**src/rtl/codec_sp_pkg.sv**
```systemverilog
package codec_sp_pkg;

    localparam int WORD_W = 16;
    localparam int CTRL_W = 8;
    localparam int ADJ_W  = 6;

    localparam logic [CTRL_W-1:0] CTRL_RST = 8'hB9;
    localparam logic [ADJ_W-1:0]  ADJ_RST  = 6'd1;

    localparam logic [1:0] SEL_CTRL = 2'b11;
    localparam logic [1:0] SEL_ADJ  = 2'b01;

    typedef enum logic [1:0] {
        ST_IDLE,
        ST_LEAD,
        ST_BITS,
        ST_GAP
    } seq_state_e;

    typedef struct packed {
        logic [CTRL_W-1:0] ctrl;
        logic [ADJ_W-1:0]  tx_adj;
        logic [ADJ_W-1:0]  rx_adj;
    } cfg_t;

    function automatic cfg_t cfg_apply(input cfg_t cur, input logic [WORD_W-1:0] w);
        cfg_t nxt;
        nxt = cur;
        case (w[1:0])
            SEL_CTRL: nxt.ctrl = w[9:2];
            SEL_ADJ: begin
                nxt.tx_adj = w[14:9];
                nxt.rx_adj = w[7:2];
            end
            default: nxt = cur;
        endcase
        return nxt;
    endfunction

endpackage

```
**src/rtl/csp_bit_clk.sv**
```systemverilog
module csp_bit_clk (
    input  logic clk,
    input  logic rst,
    output logic bit_clk_o,
    output logic rise_ev_o,
    output logic fall_ev_o
);
    logic [1:0] ph_q;

    always_ff @(posedge clk) begin
        if (rst) ph_q <= 2'd0;
        else     ph_q <= ph_q + 2'd1;
    end

    assign bit_clk_o = ~ph_q[1];
    assign rise_ev_o = (ph_q == 2'd3);
    assign fall_ev_o = (ph_q == 2'd1);
endmodule

```
**src/rtl/csp_frame_seq.sv**
```systemverilog
module csp_frame_seq
    import codec_sp_pkg::*;
#(
    parameter int W     = WORD_W,
    localparam int HALF  = W / 2,
    localparam int CNT_W = $clog2(W)
) (
    input  logic             clk,
    input  logic             rst,
    input  logic             rise_ev,
    input  logic             byte_mode,
    input  logic             tick,
    input  logic             sec_req,
    input  logic [W-1:0]     out_word,
    output logic             in_sync_n,
    output logic             out_sync_n,
    output logic             sdo,
    output logic             in_bits,
    output logic [CNT_W-1:0] bit_idx,
    output logic             is_sec
);
    seq_state_e       state_q;
    logic [CNT_W-1:0] cnt_q;
    logic [W-1:0]     sh_q;
    logic             pend_pri_q, pend_sec_q, sec_q;
    logic             take;

    assign take = rise_ev && (state_q == ST_IDLE) && (pend_pri_q || pend_sec_q);

    always_ff @(posedge clk) begin
        if (rst) begin
            pend_pri_q <= 1'b1;
            pend_sec_q <= 1'b0;
        end else begin
            pend_pri_q <= (pend_pri_q && !take) || tick;
            pend_sec_q <= (pend_sec_q && !(take && !pend_pri_q)) || sec_req;
        end
    end

    always_ff @(posedge clk) begin
        if (rst) begin
            state_q <= ST_IDLE;
            cnt_q   <= '0;
            sh_q    <= '0;
            sec_q   <= 1'b0;
        end else if (rise_ev) begin
            case (state_q)
                ST_IDLE: if (take) begin
                    state_q <= ST_LEAD;
                    sh_q    <= out_word;
                    sec_q   <= !pend_pri_q;
                    cnt_q   <= '0;
                end
                ST_LEAD: state_q <= ST_BITS;
                ST_BITS: begin
                    sh_q <= {sh_q[W-2:0], 1'b0};
                    if (cnt_q == CNT_W'(W - 1)) begin
                        state_q <= ST_IDLE;
                    end else begin
                        cnt_q <= cnt_q + 1'b1;
                        if (byte_mode && cnt_q == CNT_W'(HALF - 1)) state_q <= ST_GAP;
                    end
                end
                ST_GAP:  state_q <= ST_BITS;
                default: state_q <= ST_IDLE;
            endcase
        end
    end

    assign in_bits    = (state_q == ST_BITS);
    assign in_sync_n  = !in_bits;
    assign out_sync_n = !(in_bits && !sec_q);
    assign sdo        = sh_q[W-1];
    assign bit_idx    = cnt_q;
    assign is_sec     = sec_q;
endmodule

```
**src/rtl/csp_rx_capture.sv**
```systemverilog
module csp_rx_capture #(
    parameter int W     = 16,
    localparam int HALF  = W / 2,
    localparam int CNT_W = $clog2(W)
) (
    input  logic             clk,
    input  logic             rst,
    input  logic             fall_ev,
    input  logic             in_bits,
    input  logic [CNT_W-1:0] bit_idx,
    input  logic             byte_mode,
    input  logic             sdi,
    output logic             done_n,
    output logic             valid,
    output logic [W-1:0]     word
);
    logic [W-1:0] sh_q;
    logic         smp, last, mid;

    assign smp  = fall_ev && in_bits;
    assign last = smp && (bit_idx == CNT_W'(W - 1));
    assign mid  = smp && byte_mode && (bit_idx == CNT_W'(HALF - 1));

    always_ff @(posedge clk) begin
        if (rst) begin
            sh_q   <= '0;
            done_n <= 1'b1;
            valid  <= 1'b0;
            word   <= '0;
        end else begin
            valid <= last;
            if (smp) sh_q <= {sh_q[W-2:0], sdi};
            if (last) word <= {sh_q[W-2:0], sdi};
            if (last)            done_n <= byte_mode;
            else if (mid)        done_n <= 1'b0;
            else if (!byte_mode) done_n <= 1'b1;
        end
    end
endmodule

```
**src/rtl/csp_cfg_regs.sv**
```systemverilog
module csp_cfg_regs
    import codec_sp_pkg::*;
(
    input  logic              clk,
    input  logic              rst,
    input  logic              wr_en,
    input  logic [WORD_W-1:0] wr_word,
    output cfg_t              cfg
);
    always_ff @(posedge clk) begin
        if (rst) begin
            cfg.ctrl   <= CTRL_RST;
            cfg.tx_adj <= ADJ_RST;
            cfg.rx_adj <= ADJ_RST;
        end else if (wr_en) begin
            cfg <= cfg_apply(cfg, wr_word);
        end
    end
endmodule

```
**src/rtl/codec_sp_ctrl.sv**
```systemverilog
module codec_sp_ctrl
    import codec_sp_pkg::*;
(
    input  logic              clk,
    input  logic              rst,
    input  logic              byte_mode_i,
    input  logic              frame_tick_i,
    input  logic              sec_req_i,
    input  logic [WORD_W-1:0] sdo_word_i,
    input  logic              sdi_i,
    output logic              bit_clk_o,
    output logic              in_sync_n_o,
    output logic              out_sync_n_o,
    output logic              sdo_o,
    output logic              in_done_n_o,
    output logic [WORD_W-1:0] rx_word_o,
    output logic              rx_valid_o,
    output logic [CTRL_W-1:0] ctrl_o,
    output logic [ADJ_W-1:0]  tx_adj_o,
    output logic [ADJ_W-1:0]  rx_adj_o
);
    localparam int CNT_W = $clog2(WORD_W);

    logic             rise_ev, fall_ev, in_bits, is_sec;
    logic [CNT_W-1:0] bit_idx;
    cfg_t             cfg;

    csp_bit_clk clk_i (
        .clk(clk), .rst(rst), .bit_clk_o(bit_clk_o),
        .rise_ev_o(rise_ev), .fall_ev_o(fall_ev)
    );

    csp_frame_seq #(.W(WORD_W)) seq_i (
        .clk(clk), .rst(rst), .rise_ev(rise_ev), .byte_mode(byte_mode_i),
        .tick(frame_tick_i), .sec_req(sec_req_i), .out_word(sdo_word_i),
        .in_sync_n(in_sync_n_o), .out_sync_n(out_sync_n_o), .sdo(sdo_o),
        .in_bits(in_bits), .bit_idx(bit_idx), .is_sec(is_sec)
    );

    csp_rx_capture #(.W(WORD_W)) rx_i (
        .clk(clk), .rst(rst), .fall_ev(fall_ev), .in_bits(in_bits),
        .bit_idx(bit_idx), .byte_mode(byte_mode_i), .sdi(sdi_i),
        .done_n(in_done_n_o), .valid(rx_valid_o), .word(rx_word_o)
    );

    csp_cfg_regs regs_i (
        .clk(clk), .rst(rst), .wr_en(rx_valid_o && is_sec),
        .wr_word(rx_word_o), .cfg(cfg)
    );

    assign ctrl_o   = cfg.ctrl;
    assign tx_adj_o = cfg.tx_adj;
    assign rx_adj_o = cfg.rx_adj;
endmodule

```
**config.mk**
```make
export PLATFORM = sky130hd
export DESIGN_NAME = codec_sp_ctrl
export DESIGN_NICKNAME = d
export VERILOG_FILES = /design/src/rtl/codec_sp_pkg.sv /design/src/rtl/csp_bit_clk.sv /design/src/rtl/csp_frame_seq.sv /design/src/rtl/csp_rx_capture.sv /design/src/rtl/csp_cfg_regs.sv /design/src/rtl/codec_sp_ctrl.sv
export SDC_FILE = /design/constraint.sdc
export NUM_CORES = 1
export LEC_CHECK = 0
export ABC_CLOCK_PERIOD_IN_PS = 3200
export BUFFER_PORTS_ARGS = -buffer_cell sky130_fd_sc_hd__buf_4
export CORE_UTILIZATION = 46
export CTS_BUF_LIST = sky130_fd_sc_hd__clkbuf_4
export CTS_CLUSTER_DIAMETER = 100
export CTS_CLUSTER_SIZE = 16
export DETAILED_ROUTE_END_ITERATION = 8
export PLACE_DENSITY = 0.69
export SLEW_MARGIN = 25
export SYNTH_ARGS = -nofsm -noshare
export SYNTH_HDL_FRONTEND = slang
export SYNTH_SLANG_ARGS = --single-unit
```
**constraint.sdc**
```tcl
create_clock -name clk -period 3.2 [get_ports clk]
set_input_delay 0.32 -clock clk [delete_from_list [all_inputs] [get_ports clk]]
set_output_delay 0.32 -clock clk [all_outputs]
set_load 0.005 [all_outputs]
```
==> results of run 1 <==
per-layer routing:
layer / share of wire [%] / track usage (%)
met1: 49 / 30.0
met2: 46 / 29.7
met3: 4.3 / 4.47
met4: 1.0 / 7.86
met5: 0 / 0
power breakdown:
part           switching (uW)  leakage, uW  internal (uW)
sequential               10.7     0.000647           1010
clock                     332    0.0000800            322
combinational            48.9     0.000786           45.4
total                     392      0.00151           1380
metrics by stage:
| step | hold WS (ns) | cell area, um2 | utilization [%] | worst slack, ns |
|---|---|---|---|---|
| after global routing | 0.0557 | 3820 | 58.4 | 1.15 |
| after global placement | 0.435 | 3660 | 56.0 | 1.42 |
| after CTS | 0.0674 | 3810 | 58.4 | 1.34 |
| final | 0.0873 | 3820 | 58.4 | 1.35 |
| after floorplan | 0.396 | 3190 | - | 1.56 |
| after detailed placement | 0.447 | 3660 | 56.0 | 1.36 |
worst max-delay path, cell delays in order (launching register included):
cell,delay [ns]
dfxtp_1,0.37
ha_1,0.28
and3_1,0.45
o22a_1,0.30
a2111oi_2,0.36
kinds of logic after synthesis:
kind of cell	Yosys count	share of synthesized area, %
AOI/OAI and AO/OA	115	20.4
and+or+nand+nor	127	19.0
DFF	80	50.3
muxes	15	4.71
adders and majority gates	3	1.18
buffers and inverters	33	4.40
placed cells by master (no fill, tap or decap), types with 3 or more instances in the layout:
cell      instances
dfxtp_1          80
nand2_1          73
buf_4            67
a21oi_1          66
o21ai_0          21
a211oi_1         17
nand3_1          17
mux2i_1          15
clkbuf_4         10
nand3b_1          8
nor2_1            6
a31oi_1           5
inv_1             3
nand4_1           3
ha_1              3
path summary, 6_finish.rpt:
| check | slack [ns] | cells past startpoint | end | startpoint |
|---|---|---|---|---|
| setup / recovery | 1.35 | 4 | seq_i.state_q[0]$_SDFFE_PP0P_ | seq_i.bit_idx[0]$_SDFFE_PP0P_ |
| hold / removal | 0.09 | 2 | seq_i.pend_pri_q$_SDFF_PP1_ | frame_tick_i |
| setup reg to reg | 1.35 | 4 | seq_i.state_q[0]$_SDFFE_PP0P_ | seq_i.bit_idx[0]$_SDFFE_PP0P_ |
| hold reg to reg | 0.46 | 2 | regs_i.cfg[7]$_SDFFE_PP0P_ | rx_i.word[10]$_SDFFE_PP0P_ |
layout make-up:
| cell class | count | area, um2 | share of cell area (%) |
|---|---|---|---|
| Sequential cell | 80 | 1600 | 42.0 |
| Tap cell | 77 | 96.3 | 2.52 |
| Clock inverter | 6 | 83.8 | 2.20 |
| Inverter | 3 | 11.3 | 0.295 |
| Multi-Input combinational cell | 260 | 1450 | 37.9 |
| Timing Repair Buffer | 67 | 503 | 13.2 |
| Clock buffer | 10 | 75.1 | 1.97 |
registers in the layout (all words and copies together), names as in the netlist, 2 cells and up:
name	count
regs_i.cfg	20
rx_i.word	16
seq_i.sh_q	16
rx_i.sh_q	15
seq_i.bit_idx	4
clk_i.ph_q	2
seq_i.state_q	2
==> flow_summary_export.csv, run 1 <==
group,metric,value,unit
yosys,yosys_warnings,0,
finish,stdcell_count,503,
yosys,async_reset_ff_share,0,%
yosys,synthDistinctLibCells,35,
clock_network,hold_buffers,0,
route,drt-initial-drc-count,155,
yosys,synthCells,373,
sta,finalHoldViolCount,0,
yosys,synth_edf_count,0,
sta,finClkSkew,0.0163,ns
finish,layout-drive-gt1-share,20.4,%
finish,fill_cells,619,
finish,syn_to_final_growth,19.8,%
sta,setup_viol,0,
die,initial_core_util,48.8,%
route,vias_per_cell,5.50,
clock_network,cts-resized-gates,0,
worst_setup_path,required,3.50,ns
route,ant_nets,0,
yosys,synthTopCellsByArea,"dfxtp_1, a21oi_1, nand2_1, mux2i_1, a211oi_1",
grt,grt_pass1_vias,2424,
min_path,min-delay-path-class,"in2reg",
clock_network,insertion_delay,0.41,ns
clock_network,tritoncts,"done",
clock_network,root_buffer,"clkbuf_4",
sta,max_clock_freq,541,MHz
placement,port_buffers,63,
power,finalPower,1770,uW
placement,gp_congestion,0.794,
worst_setup_path,start_kind,"flip-flop",
grt,grt_pass1_wl,11.8,mm
clock_network,cts_setup_buffers,0,
die,core_area,0.00653,mm2
placement,hpwlAfterDp,4.58,mm
grt,grt_max_degree,79,
die,row_count,29,
clock_network,htree_levels,3,
route,first_pass_iters,7,
sta,rsz0062_at_grt,"false",
route,vias,2766,
yosys,syn_nets,398,
power,p_leak,0.00151,uW
yosys,syn_avg_cell_area,8.54,um2
sta,relSlewSlack,50.1,%
worst_setup_path,endpoint_kind,"flip-flop",
grt,grt_use_total,20.6,%
yosys,ys_top_cells_by_count,"dfxtp_1, nand2_1, a21oi_1",
die,io_pins,64,
route,drcViolationCount,0,
grt,grt_overflow,0,
yosys,synth_ff_type,"dfxtp_1",
finish,final_nets,446,
route,wl_per_cell,13.8,um
worst_setup_path,arrival,2.15,ns
yosys,syn_area,0.00319,mm2
yosys,seq_area_frac_synth,50.3,%
die,die_h,85.2,um
route,wl,6.95,mm
clock_network,clock-sinks,80,
power,p_per_area,464,mW/mm2
power,peakVddDrop,0.000213,V
sta,slew_violations,0,
sta,finalCritPeriodShare,57.7,%
die,dieArea,0.00726,mm2
outcome,outcome,"completed",
yosys,synth_largest_area_cell,"dfxtp_1",
flow_run,maxCapViolCount,0,
yosys,synth_top_area_share,50.3,%
yosys,synth_most_common_cell,"dfxtp_1",
placement,post-place-cells,487,
grt,antenna_found_initial,0,
worst_setup_path,critPathMaxFanout,18,
clock_network,cts_buffers,9,
sta,finalCriticalPeriod,1.85,ns
clock_network,cts.path.max_buffers,2,
sta,tightest_slew,0.749,ns
yosys,ys_ff_latch,80,
die,die_x,85.2,um
sta,tns,0,ns
clock_network,path_clk_slew,0.12,ns
worst_setup_path,crit_type,"reg2reg",
finish,diodes,0,
Power figures use the tool's default switching activity.
==> run 2, diff against run 1 <==
--- a/config.mk
+++ b/config.mk
@@ -5,7 +5,7 @@
 export SDC_FILE = /design/constraint.sdc
 export NUM_CORES = 1
 export LEC_CHECK = 0
-export ABC_CLOCK_PERIOD_IN_PS = 3200
+export ABC_CLOCK_PERIOD_IN_PS = 1850
 export BUFFER_PORTS_ARGS = -buffer_cell sky130_fd_sc_hd__buf_4
 export CORE_UTILIZATION = 46
 export CTS_BUF_LIST = sky130_fd_sc_hd__clkbuf_4
==> constraint.sdc (replaced) <==
create_clock -name clk -period 1.85 [get_ports clk]
set_input_delay 0.185 -clock clk [delete_from_list [all_inputs] [get_ports clk]]
set_output_delay 0.185 -clock clk [all_outputs]
set_load 0.005 [all_outputs]
==> flow_summary_export.csv, run 2 (same netlist as run 1, synthesis figures left out) <==
group,metric,value,unit
finish,reg_top3,"regs_i.cfg (20), rx_i.word (16), seq_i.sh_q (16)",
placement,port_buffers,63,
power,p_leak,0.00159,uW
clock_network,clock-sinks,80,
clock_network,htree_levels,3,
route,drcViolationCount,0,
worst_setup_path,start_kind,"flip-flop",
die,io_pins,64,
sta,slew_violations,0,
sta,finalHoldViolCount,0,
die,initial_core_util,48.8,%
sta,rsz0062_at_grt,"false",
clock_network,root_buffer,"clkbuf_4",
route,ant_nets,0,
finish,layout.cells.most_common_list,"dfxtp_1, buf_4, nand2_1",
finish,diodes,0,
die,die_x,85.2,um
die,core_area,0.00653,mm2
clock_network,cts_buffers,9,
worst_setup_path,critPathMaxFanout,17,
die,dieArea,0.00726,mm2
worst_setup_path,required,1.66,ns
power,p_per_area,829,mW/mm2
clock_network,tritoncts,"done",
min_path,min-delay-path-class,"in2reg",
route,first_pass_iters,4,
grt,grt_pass1_vias,2657,
route,vias,2839,
worst_setup_path,crit_type,"reg2out",
finish,syn_to_final_growth,23.5,%
die,die_h,85.2,um
clock_network,hold_buffers,2,
sta,whs,0.0332,ns
grt,grt_overflow,0,
grt,grt_pass1_wl,12.2,mm
grt,antenna_found_initial,0,
finish,final_common_cell,"dfxtp_1",
clock_network,insertion_delay,0.43,ns
sta,finalCritPeriodShare,93.8,%
route,vias_per_cell,5.52,
clock_network,cts-resized-gates,0,
finish,largest_reg_flops,20,
worst_setup_path,endpoint_kind,"output port",
flow_run,maxCapViolCount,0,
grt,grt_use_total,21.0,%
finish,layout-drive-gt1-share,22.0,%
sta,tightest_slew,0.684,ns
sta,setup_viol,0,
sta,tns,0,ns
clock_network,cts.path.max_buffers,2,
sta,finClkSkew,0.0214,ns
outcome,outcome,"completed",
finish,top_register,"regs_i.cfg",
sta,relSlewSlack,54.4,%
finish,final_nets,457,
power,finalPower,3260,uW
placement,hpwlAfterDp,4.78,mm
route,wl_per_cell,13.8,um
sta,finalCriticalPeriod,1.74,ns
clock_network,path_clk_slew,0.12,ns
route,wl,7.09,mm
power,peakVddDrop,0.000600,V
sta,max_clock_freq,576,MHz
die,row_count,29,
placement,gp_congestion,0.788,
worst_setup_path,arrival,1.55,ns
clock_network,cts_setup_buffers,0,
grt,grt_max_degree,43,
route,drt-initial-drc-count,157,
-- run 2: changes by cell type in the layout (fill, tap and decap cells not counted) --
cell,previous run,this run
clkinvlp_4,2,0
and3b_2,1,0
and3b_1,0,1
bufinv_16,2,3
clkinv_1,1,0
clkinv_2,1,0
dlygate4sd3_1,0,2
buf_4,67,76
inv_6,0,1
clkinv_4,0,2
-- run 2: per-stage QoR --
stage	area [um2]	cells	utilization [%]	setup WS, ns
2_1_floorplan	3190	373	-	0.214
3_3_place_gp	3720	496	57.0	0.304
3_5_place_dp	3720	496	57.0	0.261
4_1_cts	3940	514	60.2	0.0918
5_1_grt	3940	514	60.2	0.00575
6_report	3940	514	60.2	0.114
-- run 2: critical path, cell delays in order (launching register included) --
cell      delay, ns
dfxtp_1        0.45
nand2b_1       0.20
buf_4          0.31
buf_4          0.17
-- run 2: layout make-up --
type / count / area [um2]
repair buffers: 78 / 591
well taps: 77 / 96.3
clock inverters: 6 / 116
fillers: 602 / 2600
flip-flops and latches: 80 / 1600
multi-input cells: 260 / 1440
inverters: 3 / 11.3
clock buffers: 10 / 75.1
-- run 2: worst paths after layout --
kind                                                     from                             to  slack, ns  cells past startpoint
worst max-delay path            seq_i.state_q[0]$_SDFFE_PP0P_                    in_sync_n_o       0.11                      3
worst min-delay path                            sdo_word_i[0]     seq_i.sh_q[0]$_SDFFE_PP0P_       0.03                      3
worst max register to register       clk_i.ph_q[0]$_SDFF_PP0_  seq_i.state_q[0]$_SDFFE_PP0P_       0.24                      4
worst min register to register     rx_i.word[10]$_SDFFE_PP0P_     regs_i.cfg[7]$_SDFFE_PP0P_       0.46                      2
-- run 2: where the power goes --
| part | switching, uW | total [uW] | internal (uW) |
|---|---|---|---|
| clock network | 613 | 1320 | 709 |
| logic | 86.6 | 172 | 85.2 |
| registers | 18.7 | 1770 | 1750 |
-- run 2: metal layers --
layer	vias to the layer above	global-route usage [%]	routed length, um
met3	12	3.99	303
met2	74	32.8	3190
met5	-	0	0
met1	1322	28.1	3430
met4	0	10.2	163
li1	1431	-	-
==> run 3, diff against run 2 <==
--- a/config.mk
+++ b/config.mk
@@ -12,7 +12,7 @@
 export CTS_CLUSTER_DIAMETER = 100
 export CTS_CLUSTER_SIZE = 16
 export DETAILED_ROUTE_END_ITERATION = 8
-export PLACE_DENSITY = 0.69
+export PLACE_DENSITY = 0.75
 export SLEW_MARGIN = 25
 export SYNTH_ARGS = -nofsm -noshare
 export SYNTH_HDL_FRONTEND = slang
==> flow_summary_export.csv, run 3 (same netlist as run 1, synthesis figures left out) <==
group,metric,value,unit
outcome,outcome,"completed",
power,p_per_area,803,mW/mm2
grt,grt_overflow,0,
power,p_leak,0.00157,uW
worst_setup_path,required,1.66,ns
finish,multi_input_area,0.00144,mm2
die,initial_core_util,48.8,%
worst_setup_path,path_cells,"nand2b_1 > or2_2 > buf_4",
sta,relSlewSlack,54.8,%
worst_setup_path,startpoint,"seq_i.state_q[1]$_SDFFE_PP0P_",
worst_setup_path,crit_end,"out_sync_n_o",
route,wl_per_cell,14.4,um
grt,grt_pass1_vias,2603,
route,drcViolationCount,0,
flow_run,maxCapViolCount,0,
placement,hpwlAfterDp,4.86,mm
sta,finalCritPeriodShare,92.1,%
clock_network,cts_setup_buffers,0,
sta,tightest_slew,0.678,ns
power,peakVddDrop,0.000322,V
route,ant_nets,0,
die,row_count,29,
clock_network,htree_levels,3,
placement,port_buffers,63,
route,wl,7.34,mm
route,vias,2836,
finish,syn_to_final_growth,22.9,%
sta,tns,0,ns
clock_network,path_clk_slew,0.13,ns
power,finalPower,3140,uW
route,first_pass_iters,4,
die,core_area,0.00653,mm2
worst_setup_path,crit_type,"reg2out",
worst_setup_path,path_depth,3,
die,die_h,85.2,um
finish,fill_cells,597,
worst_setup_path,crit_family,"flip-flops",
grt,antenna_found_initial,0,
finish,diodes,0,
finish,largest_reg_flops,20,
finish,layout-drive-gt1-share,21.4,%
route,drt-initial-drc-count,284,
sta,finalHoldViolCount,0,
finish,seq_area,0.00160,mm2
clock_network,clock-sinks,80,
clock_network,tritoncts,"done",
placement,gp_congestion,0.780,
grt,grt_pass1_wl,12.0,mm
sta,finClkSkew,0.0173,ns
worst_setup_path,endpoint_kind,"output port",
finish,final_nets,454,
sta,max_clock_freq,587,MHz
worst_setup_path,r2r_cells,3,
clock_network,insertion_delay,0.42,ns
die,dieArea,0.00726,mm2
sta,setup_slack,0.146,ns
die,io_pins,64,
worst_setup_path,max_stage_delay,0.53,ns
worst_setup_path,arrival,1.52,ns
worst_setup_path,start_kind,"flip-flop",
min_path,hold_depth,3,
route,vias_per_cell,5.55,
sta,rsz0062_at_grt,"false",
worst_setup_path,r2r-start,"seq_i.state_q[1]$_SDFFE_PP0P_",
clock_network,cts_buffers,9,
worst_setup_path,critPathMaxFanout,10,
finish,top_register,"regs_i.cfg",
grt,grt_max_degree,56,
sta,slew_violations,0,
min_path,min-delay-path-class,"in2reg",
finish,layout.cells.most_common_list,"dfxtp_1, nand2_1, buf_4",
sta,finalCriticalPeriod,1.70,ns
worst_setup_path,slowest_stage,"dfxtp_1",
grt,grt_use_total,20.5,%
placement,dp_slack,0.200,ns
sta,setup_viol,0,
worst_setup_path,rr_endpoint,"seq_i.bit_idx[3]$_SDFFE_PP0P_",
worst_setup_path,rrSetupSlack,0.19,ns
finish,final_common_cell,"dfxtp_1",
worst_setup_path,path_buf_inv,1,
clock_network,root_buffer,"clkbuf_4",
clock_network,cts.path.max_buffers,2,
die,die_x,85.2,um
finish,reg_top3,"regs_i.cfg (20), rx_i.word (16), seq_i.sh_q (16)",
run 3: tightest hold or removal path, stage by stage:
cell and delay [ns]:
buf_4 0.11, nand4_1 0.06, a21oi_1 0.06
run 3: metrics by stage:
stage	utilization [%]	hold slack [ns]	std cells	cell area, um2
2_1_floorplan	-	0.261	373	3190
3_3_place_gp	57.0	0.387	493	3730
3_5_place_dp	57.0	0.372	493	3730
4_1_cts	60.0	0.00842	511	3920
5_1_grt	60.0	0.00673	511	3920
6_report	60.0	0.0305	511	3920
run 3: layout make-up:
type / instances / share of cell area [%]
clock inverters: 7 / 2.62
clock buffers: 9 / 1.73
multi-input cells: 260 / 36.9
well taps: 77 / 2.46
flip-flops and latches: 80 / 40.9
repair buffers: 75 / 15.1
inverters: 3 / 0.288
run 3: routing by layer:
layer  vias up  wire length (um)  share of wire, %  global-route usage [%]
li1       1427                 -                 -                       -
met1      1336              3480                47                    27.9
met2        65              3470                47                    32.7
met3         8               278               3.8                    2.72
met4         0               105               1.4                    9.24
met5         -                 0                 0                       0
run 3: what timing repair did:
| item | 4_1_cts | 5_1_grt |
|---|---|---|
| endpoints found under the hold margin | 2 | 0 |
| hold buffers | 2 | 0 |
| gates resized for setup | 0 | 0 |
run 3: how the worst min path moves through the flow:
stage                             start                       endpoint  slack (ns)
final                     sdo_word_i[0]     seq_i.sh_q[0]$_SDFFE_PP0P_        0.03
after global routing      sdo_word_i[0]     seq_i.sh_q[0]$_SDFFE_PP0P_       0.007
after CTS                 sdo_word_i[0]     seq_i.sh_q[0]$_SDFFE_PP0P_       0.008
after detailed placement   frame_tick_i    seq_i.pend_pri_q$_SDFF_PP1_        0.37
after global placement     frame_tick_i    seq_i.pend_pri_q$_SDFF_PP1_        0.39
after floorplan                     rst  seq_i.state_q[0]$_SDFFE_PP0P_        0.26
run 3: report_power, final:
part	switching, uW	total [uW]	internal [uW]	leakage [uW]
logic	87.4	174	86.9	0.000836
clock network	639	1200	562	0.0000871
registers	18.4	1770	1750	0.000647
